$ cat src/rtl/tx_ring_pkg.sv
package tx_ring_pkg;

    typedef enum logic [1:0] {
        ST_IDLE  = 2'd0,
        ST_RUN   = 2'd1,
        ST_DRAIN = 2'd2,
        ST_RESET = 2'd3
    } chan_state_e;

    localparam logic [2:0] A_CTRL  = 3'd0;
    localparam logic [2:0] A_LEN   = 3'd1;
    localparam logic [2:0] A_START = 3'd2;
    localparam logic [2:0] A_KICK  = 3'd3;
    localparam logic [2:0] A_HEAD  = 3'd4;
    localparam logic [2:0] A_STAT  = 3'd5;

endpackage

$ cat src/rtl/tx_ring_chan_fsm.sv
module tx_ring_chan_fsm
    import tx_ring_pkg::*;
#(
    parameter int RST_CYC = 4
) (
    input  logic clk,
    input  logic rst_n,
    input  logic ctl_wr,
    input  logic ctl_en,
    input  logic ctl_rst,
    input  logic fatal_evt,
    input  logic pend,
    input  logic eng_busy,
    output logic run,
    output logic quiescent,
    output logic in_reset
);
    localparam int CW = $clog2(RST_CYC + 1);
    localparam logic [CW-1:0] CNT_LAST = CW'(RST_CYC - 1);

    chan_state_e state_q, state_d;
    logic [CW-1:0] cnt_q;
    logic          may_enable;

    assign may_enable = ctl_wr && ctl_en && !pend && !fatal_evt;

    // state register
    always_ff @(posedge clk or negedge rst_n) begin
        if (!rst_n) begin
            state_q <= ST_IDLE;
        end else begin
            state_q <= state_d;
        end
    end

    // reset duration counter
    always_ff @(posedge clk or negedge rst_n) begin
        if (!rst_n) begin
            cnt_q <= '0;
        end else if (state_q != ST_RESET) begin
            cnt_q <= '0;
        end else begin
            cnt_q <= cnt_q + 1'b1;
        end
    end

    // next-state decision
    always_comb begin
        state_d = state_q;
        unique case (state_q)
            ST_IDLE: begin
                if (ctl_wr && ctl_rst)  state_d = ST_RESET;
                else if (may_enable)    state_d = ST_RUN;
            end
            ST_RUN: begin
                if (ctl_wr && ctl_rst)          state_d = ST_RESET;
                else if (fatal_evt)             state_d = ST_DRAIN;
                else if (ctl_wr && !ctl_en)     state_d = ST_DRAIN;
            end
            ST_DRAIN: begin
                if (ctl_wr && ctl_rst)  state_d = ST_RESET;
                else if (may_enable)    state_d = ST_RUN;
                else if (!eng_busy)     state_d = ST_IDLE;
            end
            ST_RESET: begin
                if (cnt_q == CNT_LAST)  state_d = ST_IDLE;
            end
            default: state_d = ST_IDLE;
        endcase
    end

    // outputs
    always_comb begin
        run       = 1'b0;
        quiescent = 1'b0;
        in_reset  = 1'b0;
        unique case (state_q)
            ST_IDLE:  quiescent = 1'b1;
            ST_RUN:   run       = 1'b1;
            ST_DRAIN: ;
            ST_RESET: in_reset  = 1'b1;
            default:  ;
        endcase
    end

endmodule

$ cat src/rtl/tx_ring_head.sv
module tx_ring_head #(
    parameter int IDX_W = 16
) (
    input  logic             clk,
    input  logic             rst_n,
    input  logic             clr,
    input  logic             adv,
    input  logic [IDX_W-1:0] len_eff,
    output logic [IDX_W-1:0] head,
    output logic             hwrap
);
    logic [IDX_W:0] nxt;
    logic           at_end;

    assign nxt    = {1'b0, head} + {{IDX_W{1'b0}}, 1'b1};
    assign at_end = (nxt >= {1'b0, len_eff});

    always_ff @(posedge clk or negedge rst_n) begin
        if (!rst_n) begin
            head  <= '0;
            hwrap <= 1'b0;
        end else if (clr) begin
            head  <= '0;
            hwrap <= 1'b0;
        end else if (adv) begin
            if (at_end) begin
                head  <= '0;
                hwrap <= ~hwrap;
            end else begin
                head  <= nxt[IDX_W-1:0];
            end
        end
    end

endmodule

$ cat src/rtl/tx_ring_tail.sv
module tx_ring_tail #(
    parameter int IDX_W = 16
) (
    input  logic             clk,
    input  logic             rst_n,
    input  logic             clr,
    input  logic             kick_wr,
    input  logic [IDX_W-1:0] kick_tail,
    input  logic             kick_wrap,
    input  logic             run,
    input  logic [IDX_W-1:0] len_eff,
    input  logic [IDX_W-1:0] head,
    input  logic             hwrap,
    input  logic             ovf_clr,
    output logic [IDX_W-1:0] tail,
    output logic             twrap,
    output logic             ovf_flag,
    output logic             ovf_evt
);
    logic out_of_range;
    logic order_bad;

    assign out_of_range = (kick_tail >= len_eff);
    assign order_bad    = (kick_wrap == hwrap) ? (kick_tail < head)
                                               : (kick_tail > head);
    assign ovf_evt      = kick_wr && run && (out_of_range || order_bad);

    always_ff @(posedge clk or negedge rst_n) begin
        if (!rst_n) begin
            tail  <= '0;
            twrap <= 1'b0;
        end else if (clr) begin
            tail  <= '0;
            twrap <= 1'b0;
        end else if (kick_wr) begin
            tail  <= kick_tail;
            twrap <= kick_wrap;
        end
    end

    always_ff @(posedge clk or negedge rst_n) begin
        if (!rst_n) begin
            ovf_flag <= 1'b0;
        end else if (clr) begin
            ovf_flag <= 1'b0;
        end else if (ovf_evt) begin
            ovf_flag <= 1'b1;
        end else if (ovf_clr) begin
            ovf_flag <= 1'b0;
        end
    end

endmodule

$ cat src/rtl/tx_ring_ctrl.sv
module tx_ring_ctrl
    import tx_ring_pkg::*;
#(
    parameter int IDX_W   = 16,
    parameter int GRAN    = 5,
    parameter int RST_CYC = 4,
    parameter int DW      = 32
) (
    input  logic             clk,
    input  logic             rst_n,
    input  logic             wr_en,
    input  logic [2:0]       wr_addr,
    input  logic [DW-1:0]    wr_data,
    input  logic [2:0]       rd_addr,
    output logic [DW-1:0]    rd_data,
    input  logic             cons_req,
    output logic             cons_ack,
    input  logic             eng_busy,
    input  logic             fatal_in,
    output logic             enable,
    output logic             quiescent,
    output logic             full,
    output logic             empty,
    output logic [IDX_W-1:0] head_idx,
    output logic             head_wrap
);
    logic             run, in_reset;
    logic [IDX_W-1:0] len_q, start_q, len_wval;
    logic [IDX_W-1:0] tail;
    logic             twrap;
    logic             ovf_flag, ovf_evt, fat_flag;
    logic             ctl_wr, len_wr, start_wr, kick_wr, stat_wr;
    logic             unused_wdata;

    assign ctl_wr   = wr_en && (wr_addr == A_CTRL);
    assign len_wr   = wr_en && (wr_addr == A_LEN)   && !run && !in_reset;
    assign start_wr = wr_en && (wr_addr == A_START) && !run && !in_reset;
    assign kick_wr  = wr_en && (wr_addr == A_KICK)  && !in_reset;
    assign stat_wr  = wr_en && (wr_addr == A_STAT)  && !in_reset;
    assign unused_wdata = ^wr_data;

    // length granularity: low bits forced to zero when GRAN > 0
    generate
        if (GRAN > 0) begin : g_gran
            assign len_wval = {wr_data[IDX_W-1:GRAN], {GRAN{1'b0}}};
        end else begin : g_nogran
            assign len_wval = wr_data[IDX_W-1:0];
        end
    endgenerate

    tx_ring_chan_fsm #(.RST_CYC(RST_CYC)) u_fsm (
        .clk       (clk),
        .rst_n     (rst_n),
        .ctl_wr    (ctl_wr),
        .ctl_en    (wr_data[0]),
        .ctl_rst   (wr_data[1]),
        .fatal_evt (fatal_in || ovf_evt),
        .pend      (ovf_flag || fat_flag),
        .eng_busy  (eng_busy),
        .run       (run),
        .quiescent (quiescent),
        .in_reset  (in_reset)
    );

    tx_ring_head #(.IDX_W(IDX_W)) u_head (
        .clk     (clk),
        .rst_n   (rst_n),
        .clr     (in_reset),
        .adv     (cons_ack),
        .len_eff (len_q),
        .head    (head_idx),
        .hwrap   (head_wrap)
    );

    tx_ring_tail #(.IDX_W(IDX_W)) u_tail (
        .clk       (clk),
        .rst_n     (rst_n),
        .clr       (in_reset),
        .kick_wr   (kick_wr),
        .kick_tail (wr_data[IDX_W-1:0]),
        .kick_wrap (wr_data[IDX_W]),
        .run       (run),
        .len_eff   (len_q),
        .head      (head_idx),
        .hwrap     (head_wrap),
        .ovf_clr   (stat_wr && wr_data[2]),
        .tail      (tail),
        .twrap     (twrap),
        .ovf_flag  (ovf_flag),
        .ovf_evt   (ovf_evt)
    );

    always_ff @(posedge clk or negedge rst_n) begin
        if (!rst_n) begin
            len_q   <= '0;
            start_q <= '0;
        end else if (in_reset) begin
            len_q   <= '0;
            start_q <= '0;
        end else begin
            if (len_wr)   len_q   <= len_wval;
            if (start_wr) start_q <= wr_data[IDX_W-1:0];
        end
    end

    always_ff @(posedge clk or negedge rst_n) begin
        if (!rst_n) begin
            fat_flag <= 1'b0;
        end else if (in_reset) begin
            fat_flag <= 1'b0;
        end else if (fatal_in) begin
            fat_flag <= 1'b1;
        end else if (stat_wr && wr_data[3]) begin
            fat_flag <= 1'b0;
        end
    end

    assign enable   = run;
    assign empty    = (head_idx == tail) && (head_wrap == twrap);
    assign full     = (head_idx == tail) && (head_wrap != twrap);
    assign cons_ack = cons_req && run && !empty;

    always_comb begin
        rd_data = '0;
        case (rd_addr)
            A_CTRL:  rd_data[2:0]       = {quiescent, in_reset, run};
            A_LEN:   rd_data[IDX_W-1:0] = len_q;
            A_START: rd_data[IDX_W-1:0] = start_q;
            A_KICK:  rd_data[IDX_W:0]   = {twrap, tail};
            A_HEAD:  rd_data[IDX_W:0]   = {head_wrap, head_idx};
            A_STAT:  rd_data[3:0]       = {fat_flag, ovf_flag, empty, full};
            default: rd_data = '0;
        endcase
    end

endmodule

$ cat config.mk
export PLATFORM = sky130hd
export DESIGN_NAME = tx_ring_ctrl
export DESIGN_NICKNAME = d
export VERILOG_FILES = /design/src/rtl/tx_ring_pkg.sv /design/src/rtl/tx_ring_chan_fsm.sv /design/src/rtl/tx_ring_head.sv /design/src/rtl/tx_ring_tail.sv /design/src/rtl/tx_ring_ctrl.sv
export SDC_FILE = /design/constraint.sdc
export NUM_CORES = 1
export LEC_CHECK = 0
export CAP_MARGIN = 20
export CORE_MARGIN = 2
export CORE_UTILIZATION = 53
export CTS_CLUSTER_SIZE = 12
export DETAILED_ROUTE_END_ITERATION = 7
export PLACE_DENSITY_LB_ADDON = 0.08
export SLEW_MARGIN = 20
export SYNTH_ARGS = -nofsm -noshare
export SYNTH_HDL_FRONTEND = slang
export SYNTH_SLANG_ARGS = --single-unit
$ cat constraint.sdc
create_clock -name clk -period 4.6 [get_ports clk]
set_input_delay 0.69 -clock clk [delete_from_list [all_inputs] [get_ports clk]]
set_output_delay 0.69 -clock clk [all_outputs]
set_load 0.01 [all_outputs]
-- Word level (Yosys, flattened, before mapping)
Cells that the tools add are included.
- multiplexer cells: 39
- reductions and logical operators: 45
- equality and inequality tests: 22
- add/subtract/negate cells: 2
- bitwise operators: 1
- order comparisons: 4
- operator list (operator ; number):
    2-to-1 mux 16 bit ; 9
    case mux 12 bit (4 select lines) ; 1
    logical AND 1 bit ; 24
    2-to-1 mux 2 bit ; 9
    case mux 3 bit (6 select lines) ; 1
    adder 16 x 1 -> 17 bit (second input constant) ; 1
    >= comparator 17 x 16 -> 1 bit ; 1
    equality test 16 bit ; 1
    >= comparator 16 bit ; 1
    greater-than comparator 16 bit ; 1
    less-than comparator 16 bit ; 1
    equality test 3 x 2 -> 1 bit (second input constant) ; 5
    2-to-1 mux 1 bit ; 15
    nonzero test 2 bit ; 5
    equality test 3 bit (second input constant) ; 3
    case mux 2 bit (4 select lines) ; 1
    equality test 3 x 1 -> 1 bit (second input constant) ; 2
    logical NOT 1 bit ; 6
    logical NOT 3 bit ; 2
    nonzero test 3 bit ; 2
    case mux 1 bit (5 select lines) ; 1
    equality test 2 bit (second input constant) ; 2
    inequality test 4 x 1 -> 1 bit (second input constant) ; 1
    inequality test 4 x 2 -> 1 bit (second input constant) ; 1
    other kinds (14) ; 17
- register bits after elaboration: 73
- output and inout port bits: 54
- bits of input ports: 44

-- Longest topological paths before layout
Gate-level depths: netlist of the first run.
- word-level depth: 12
- depth in mapped cells: 15
- gate-level depth less buffers: 13

-- Hierarchy
A second synthesis of the first run with hierarchy kept.
- cell total of the unflattened synthesis: 635
- area, all modules: 5501.5 um2
- by module, submodules not included (module ; times used ; cells each ; sequential area each (um2) ; area an instance (um2)):
    tx_ring_ctrl ; 1 ; 244 ; 700.7 ; 2123.3
    tx_ring_tail ; 1 ; 182 ; 450.4 ; 1584.0
    tx_ring_head ; 1 ; 178 ; 425.4 ; 1501.4
    tx_ring_chan_fsm ; 1 ; 31 ; 125.1 ; 292.8

-- Worst setup path before layout of the first run
No wires, ideal clock.
- path kind: register to register
- start: register u_head.head[0]
- end: register u_head.head[15]
- setup slack: 1.204 ns
- clock period less this slack: 3.396 ns
- arrival time: 3.316 ns
- library setup time: 0.079 ns
- cell stages (with the launch flop): 15
- path buffers: 2
- required time: 4.521 ns
- cells stage by stage: dfrtp_1 ha_1 buf_4 nand4_1 nor3_1 nand3_1 nor2_1 xnor2_1 ha_1 a21o_1 a211oi_1 o21a_1 buf_2 nand4_1 mux2i_1
- word-level cells in the longest chain between the ends: 5
- elaborated cells on any way between the ends: 10
- classes of those cells: 1 x add/sub; 1 x order compare; 1 x eq/ne; 3 x mux; 4 x reduce/logical
- ends and longest elaborated chain (item ; RTL line ; RTL):
    start, declared ; tx_ring_head.sv:9 ; output logic [IDX_W-1:0] head,
    start signal, assigned ; tx_ring_head.sv:30 ; head <= nxt[IDX_W-1:0];
    adder 16 x 1 -> 17 bit / equality test 16 bit (equally long branches) ; tx_ring_head.sv:15, tx_ring_ctrl.sv:119 ;
    >= comparator 17 x 16 -> 1 bit / logical AND 1 bit (equally long branches) ; tx_ring_head.sv:16, tx_ring_ctrl.sv:119 ;
    2-to-1 mux 16 bit / logical NOT 1 bit (equally long branches) ; tx_ring_head.sv:26, tx_ring_ctrl.sv:121 ;
    2-to-1 mux 16 bit / logical AND 1 bit (equally long branches) ; tx_ring_head.sv:25, tx_ring_ctrl.sv:121 ;
    2-to-1 mux 16 bit / nonzero test 2 bit (equally long branches) ; -- ;
Several ways; a longest one is shown, not always the timed one. The select of a mux whose other input is x is not followed.
A chain may end at the register's enable or synchronous reset.

-- Worst setup path in the final report of the first run
- start: register u_head.head[0]
- end: register u_head.head[4]
Same word-level chain as after synthesis.

==> results of run 1 <==
## metrics by stage
stage,power (W),hold WS [ns],instances,instance area (um2),worst slack (ns)
2_1_floorplan,0.00138,0.394,632,5190,1.20
3_3_place_gp,0.00165,0.420,794,5850,1.02
3_5_place_dp,0.00169,0.451,794,5850,0.971
4_1_cts,0.00225,0.462,810,6070,0.925
5_1_grt,0.00240,0.475,811,6080,0.613
6_report,0.00225,0.455,811,6080,0.869
## critical path: stages, from the launching register on
cell and delay (ns):
dfrtp_1 0.37, ha_1 0.31, nand4_1 0.23, nor3_1 0.31, nand3_1 0.22, nor2_1 0.19
xnor2_1 0.17, ha_1 0.32, a21o_1 0.20, a211oi_1 0.23, buf_4 0.19, o21a_1 0.42
nand3_4 0.21, o31ai_1 0.26
## logic make-up (layout without fill, tap and decap cells)
logic type	count (synthesis)	after routing	synth area share, %
simple gates	222	222	20.3
other cells	1	15	0.0730
fa+ha+maj	42	42	10.2
flops	68	68	33.1
mux	32	32	6.26
xor+xnor	27	27	4.60
buf+inv	85	135	8.18
compound gates	141	141	17.2
## worst paths after layout
path / from / to / slack [ns] / depth (start not counted)
hold reg to reg: u_fsm.cnt_q[0] / u_fsm.cnt_q[0] / 0.47 / 1
hold / removal: rst_n / u_fsm.cnt_q[1] / 0.46 / 1
setup reg to reg: u_head.head[0] / u_head.head[4] / 0.87 / 13
max in group asynchronous: rst_n / start_q[5] / 3.16 / 2
min in group clk: u_fsm.cnt_q[0] / u_fsm.cnt_q[0] / 0.47 / 1
setup / recovery: u_head.head[0] / u_head.head[4] / 0.87 / 13
## sequential cells by signal, indices dropped and copies added, names as in the netlist
name / flops
fat_flag: 1
u_tail.ovf_flag: 1
u_head.head: 16
u_head.hwrap: 1
u_tail.twrap: 1
u_fsm.cnt_q: 3
u_fsm.state_q: 2
start_q: 16
len_q: 11
u_tail.tail: 16
## cells in the mapped netlist (2+ instances only)
library cell / instances
o22ai_1: 11
o21ai_1: 3
and2_1: 4
clkbuf_1: 18
xor2_1: 2
nand2b_1: 6
a31oi_1: 13
and3_1: 2
nand3_1: 14
buf_1: 6
a21o_1: 4
xnor2_1: 25
nor2_1: 54
a22oi_1: 13
and4_1: 6
buf_2: 6
mux2i_1: 31
nand4b_1: 2
buf_6: 4
a21oi_1: 40
nor3_1: 10
dfrtp_1: 68
ha_1: 42
nor4_1: 2
buf_4: 17
nor2b_1: 6
o31ai_1: 2
nand4_1: 13
nand3b_1: 2
o21ai_0: 33
inv_1: 34
o211ai_1: 3
nand2_1: 92
or3_1: 3
a22o_1: 4
## power groups by stage
stage | Sequential [W] | Combinational (W) | Clock (W)
final | 0.000858 | 0.000837 | 0.000559
after global routing | 0.000875 | 0.000932 | 0.000589
after CTS | 0.000854 | 0.000829 | 0.000563
after detailed placement | 0.000866 | 0.000821 | 0
after global placement | 0.000855 | 0.000794 | 0
after floorplan | 0.000847 | 0.000532 | 0
## metal layers
| metal | global-route usage (%) | vias up | wire length (um) | part of all wire, % |
|---|---|---|---|---|
| li1 | - | 2261 | - | - |
| met4 | 9.74 | 0 | 255 | 1.7 |
| met1 | 44.4 | 2330 | 6910 | 46 |
| met5 | 0 | - | 0 | 0 |
| met3 | 5.06 | 26 | 1120 | 7.4 |
| met2 | 46.3 | 244 | 6750 | 45 |
## final cells by class
| type | instances | area [um2] |
|---|---|---|
| timing repair buffer | 85 | 805 |
| inverter | 34 | 128 |
| clock inverter | 7 | 91.3 |
| sequential | 68 | 1700 |
| clock buffer | 9 | 124 |
| multi-input combinational | 479 | 3070 |
| fill | 815 | 3250 |
| tap | 129 | 161 |
==> out/summary.txt, run 1 <==
status - finished clean
crit path launch type - flip-flop
clk_skew - 0.0135 ns
Inserted Clock Buffers - 9
DRT Wirelength - 15000 um
Post-synth EDFFs - 0
Slew @ Worst Pin - 0.886 ns
Clk Latency, worst-skew pair - 0.35 ns
HP Class - in2async
Mapped Area - 0.00514 mm2
Slew Limit Fails - 0
Final Hold Fails - 0
initial core utilization - 55.1%
hold_buf cts - 0
top_reg_cell synth - dfrtp_1
setup violators final - 0
first-pass GRT wire length - 24300 um
Die Y - 102 um
cell taking the most area after synthesis - dfrtp_1
largest net degree at the start of global routing - 49
Reg power frac - 38.1%
Final GP Congestion - 0.901
Max Root-Sink Buffers - 2
Max VDD drop - 0.232 mV
Vias per Instance - 5.99
TritonCTS clock tree - built
gr ovfl total - 0
clk sink count - 68
Root Driver - clkbuf_8
Die ar. - 0.0105 mm2
crit path DAT - 3.99 ns
RSZ-0062 raised after global routing - false
post-synth top area share - 33.1%
H-Tree Level Count - 3
drt first pass iters - 5
post-route ant nets - 0
Residual DRC - 0
Psw - 0.000837 W
most common cell after layout, fill and taps aside - nand2_1
combinational power share - 37.1%
Layout Nets - 763
library cells used by synthesis - 58
dpl hpwl - 11100 um
Top Ports - 98
Max Fclk - 268 MHz
post-layout util - 65.2%
minimum clock period - 3.73 ns
kind of end point of the critical path - flip-flop
register clock-pin slew on the reported worst setup and hold paths - 0.08 ns
count of input and output buffers - 67
Yosys Warn Count - 0
CP Class - reg2reg
Synth area leaders - dfrtp_1 (33%), ha_1 (10%), nand2_1 (6.7%)
max_slew headroom - 40.9%
cell area power density - 371 mW/mm2
row cnt - 35
Leak - 2.75 nW
# Post-CTS Setup Buffers - 0
total track usage - 30.5%
P_int - 0.00142 W
number of global-route vias before repair - 4623
core area - 0.00933 mm2
CTS resizes - 0
Period Utilization, post-route - 81.1%
antenna violations before repair - 0
setup_tns - 0 ns
number of synthesized register bits - 68
Worst Path Required - 4.86 ns
Post-Synthesis Cells - 618
Worst Path Max Fanout - 11
commonest non-fill, non-tap cells in the layout - nand2_1 (92), dfrtp_1 (68), clkdlybuf4s50_1 (66)
Chip Width - 102 um
Ant. Diodes - 0
Initial DRC Count - 445
area grow syn2layout - 18.3%
Seq/Total Area, Yosys - 33.1%
Avg Inst Size Synth - 8.32 um2
maxcap violations - 0
layout cells sized above 1 - 6.60%
async set-reset flop share out of synthesis - 100%
routed length per instance - 18.5 um
vias - 4861
clock power share - 24.8%
Net Sw Frac - 37.1%
Power figures use the tool's default switching activity.
==> run 2, diff against run 1 <==
==> constraint.sdc (replaced) <==
create_clock -name clk -period 3.8 [get_ports clk]
set_input_delay 0.57 -clock clk [delete_from_list [all_inputs] [get_ports clk]]
set_output_delay 0.57 -clock clk [all_outputs]
set_load 0.01 [all_outputs]
==> out/summary.txt, run 2 (same netlist as run 1, synthesis figures left out) <==
Max VDD drop - 0.279 mV (+20%)
Root Driver - clkbuf_8
Net Sw Frac - 36.9% (-0.24 points)
number of global-route vias before repair - 4702 (+1.7%)
Clk Latency, worst-skew pair - 0.35 ns (about the same)
Psw - 0.00102 W (+22%)
core area - 0.00933 mm2 (unchanged)
clk_skew - 0.0133 ns (-0.000199 ns)
initial core utilization - 55.1% (unchanged)
Max Fclk - 285 MHz
CP Class - reg2out
Max Root-Sink Buffers - 2 (unchanged)
Final Power - 0.00277 W (+23%)
Worst Path Max Fanout - 9 (-2)
combinational power share - 38.2% (+1.1 points)
Ant. Diodes - 0 (unchanged)
worst path bufs/invs - 2 (+1)
cell area power density - 450 mW/mm2 (+21%)
status - finished clean
# Post-CTS Setup Buffers - 0 (unchanged)
TritonCTS clock tree - built
first-pass GRT wire length - 24500 um (+1.0%)
maxcap violations - 0 (unchanged)
Initial DRC Count - 431 (-3.1%)
Die Y - 102 um (unchanged)
Slew Limit Fails - 0 (unchanged)
P_int - 0.00175 W (+24%)
fillers - 810 (-0.61%)
Vias per Instance - 6.02 (+0.37%)
max_slew headroom - 40.3% (-0.58 points)
clock power share - 25.1% (+0.3 points)
Period Utilization, post-route - 92.3%
Reg power frac - 36.8% (-1.3 points)
minimum clock period - 3.51 ns
Regs by FF count - start_q: 16 flops, u_head.head: 16 flops, u_tail.tail: 16 flops
CP peak stage delay - 0.57 ns (+0.15 ns)
Layout Nets - 773 (+1.3%)
dpl hpwl - 11500 um (+3.4%)
Die ar. - 0.0105 mm2 (unchanged)
drt first pass iters - 5 (unchanged)
clk sink count - 68 (unchanged)
Slew @ Worst Pin - 0.895 ns (+0.00877 ns)
CP max stage cell - nor4_2
setup_tns - 0 ns (unchanged)
Crit path max-delay family - simple AND/OR/NAND/NOR gates
crit path DAT - 2.94 ns (-1.05 ns)
Final Hold Fails - 0 (unchanged)
Register-to-Register Setup Slack - 0.34 ns (-0.53 ns)
gr ovfl total - 0 (unchanged)
post-route ant nets - 0 (unchanged)
antenna violations before repair - 0 (unchanged)
Final GP Congestion - 0.943 (+4.7%)
HP Class - in2async
row cnt - 35 (unchanged)
H-Tree Level Count - 3 (unchanged)
Top Ports - 98 (unchanged)
CP Cell Sequence - buf_4 -> xnor2_1 -> nand4_1 -> nor4_2 -> and2_1 -> mux2i_1 -> o22ai_1 -> clkdlybuf4s50_1
total track usage - 30.7% (+0.22 points)
RSZ-0062 raised after global routing - false
register clock-pin slew on the reported worst setup and hold paths - 0.08 ns (about the same)
area grow syn2layout - 19.9%
crit path launch type - flip-flop
layout cells sized above 1 - 8.09% (+1.5 points)
count of input and output buffers - 67 (unchanged)
Worst Path Required - 3.23 ns (-1.63 ns)
routed length per instance - 18.6 um (+0.16%)
kind of end point of the critical path - primary output
Inserted Clock Buffers - 9 (unchanged)
vias - 4939 (+1.6%)
Residual DRC - 0 (unchanged)
most common cell after layout, fill and taps aside - nand2_1
setup violators final - 0 (unchanged)
DRT Wirelength - 15200 um (+1.4%)
largest net degree at the start of global routing - 47 (-4.1%)
Chip Width - 102 um (unchanged)
commonest non-fill, non-tap cells in the layout - nand2_1 (92), dfrtp_1 (68), clkdlybuf4s50_1 (66)
Leak - 2.80 nW (+2.0%)
## run 2: repair_timing
item | in CTS | in global routing
endpoints found under the hold margin | 0 | 0
resized for setup | 0 | 1
setup endpoints to repair | 0 | 10
hold buffers | 0 | 0
## run 2: power by group through the flow
stage	clock, W	combinational, W	sequential (W)
floorplan	0	0.000644	0.00102
global placement	0	0.000997	0.00102
detailed placement	0	0.00104	0.00103
CTS	0.000698	0.00105	0.00102
global route	0.000740	0.00117	0.00104
finish	0.000695	0.00106	0.00102
## run 2: layout make-up
cell class,count,area (um2),share of cell area [%]
clock inverter,6,87.6,1.42
inverter,34,128,2.07
clock buffer,10,138,2.23
sequential,68,1700,27.6
timing repair buffer,95,876,14.2
tap,129,161,2.62
multi-input combinational,479,3070,49.8
## run 2: layer usage
metal | vias to the layer above | share of wire, % | track usage [%]
met3 | 19 | 9.4 | 6.22
met5 | - | 0 | 0
met2 | 265 | 45 | 46.6
met4 | 0 | 1.3 | 7.79
li1 | 2279 | - | -
met1 | 2376 | 44 | 44.9
## run 2: worst paths after layout
kind | from | endpoint | cells past startpoint
min reg2reg | u_fsm.cnt_q[0] | u_fsm.cnt_q[0] | 1
max | u_head.head[0] | rd_data[1] | 8
min in group clk | u_fsm.cnt_q[0] | u_fsm.cnt_q[0] | 1
max in group asynchronous | rst_n | len_q[6] | 2
max reg2reg | u_head.head[3] | u_head.head[4] | 12
min | rst_n | u_fsm.cnt_q[1] | 1
## run 2: per-stage QoR
step                      hold WS (ns)  area (um2)  instances  worst slack (ns)  utilization [%]
after detailed placement         0.436        5940        805             0.259             63.6
after CTS                        0.356        6160        821             0.236             66.0
after floorplan                  0.274        5190        632             0.404                -
final                            0.332        6160        821             0.294             66.1
after global placement           0.420        5940        805             0.307             63.6
after global routing             0.368        6160        821            0.0366             66.1
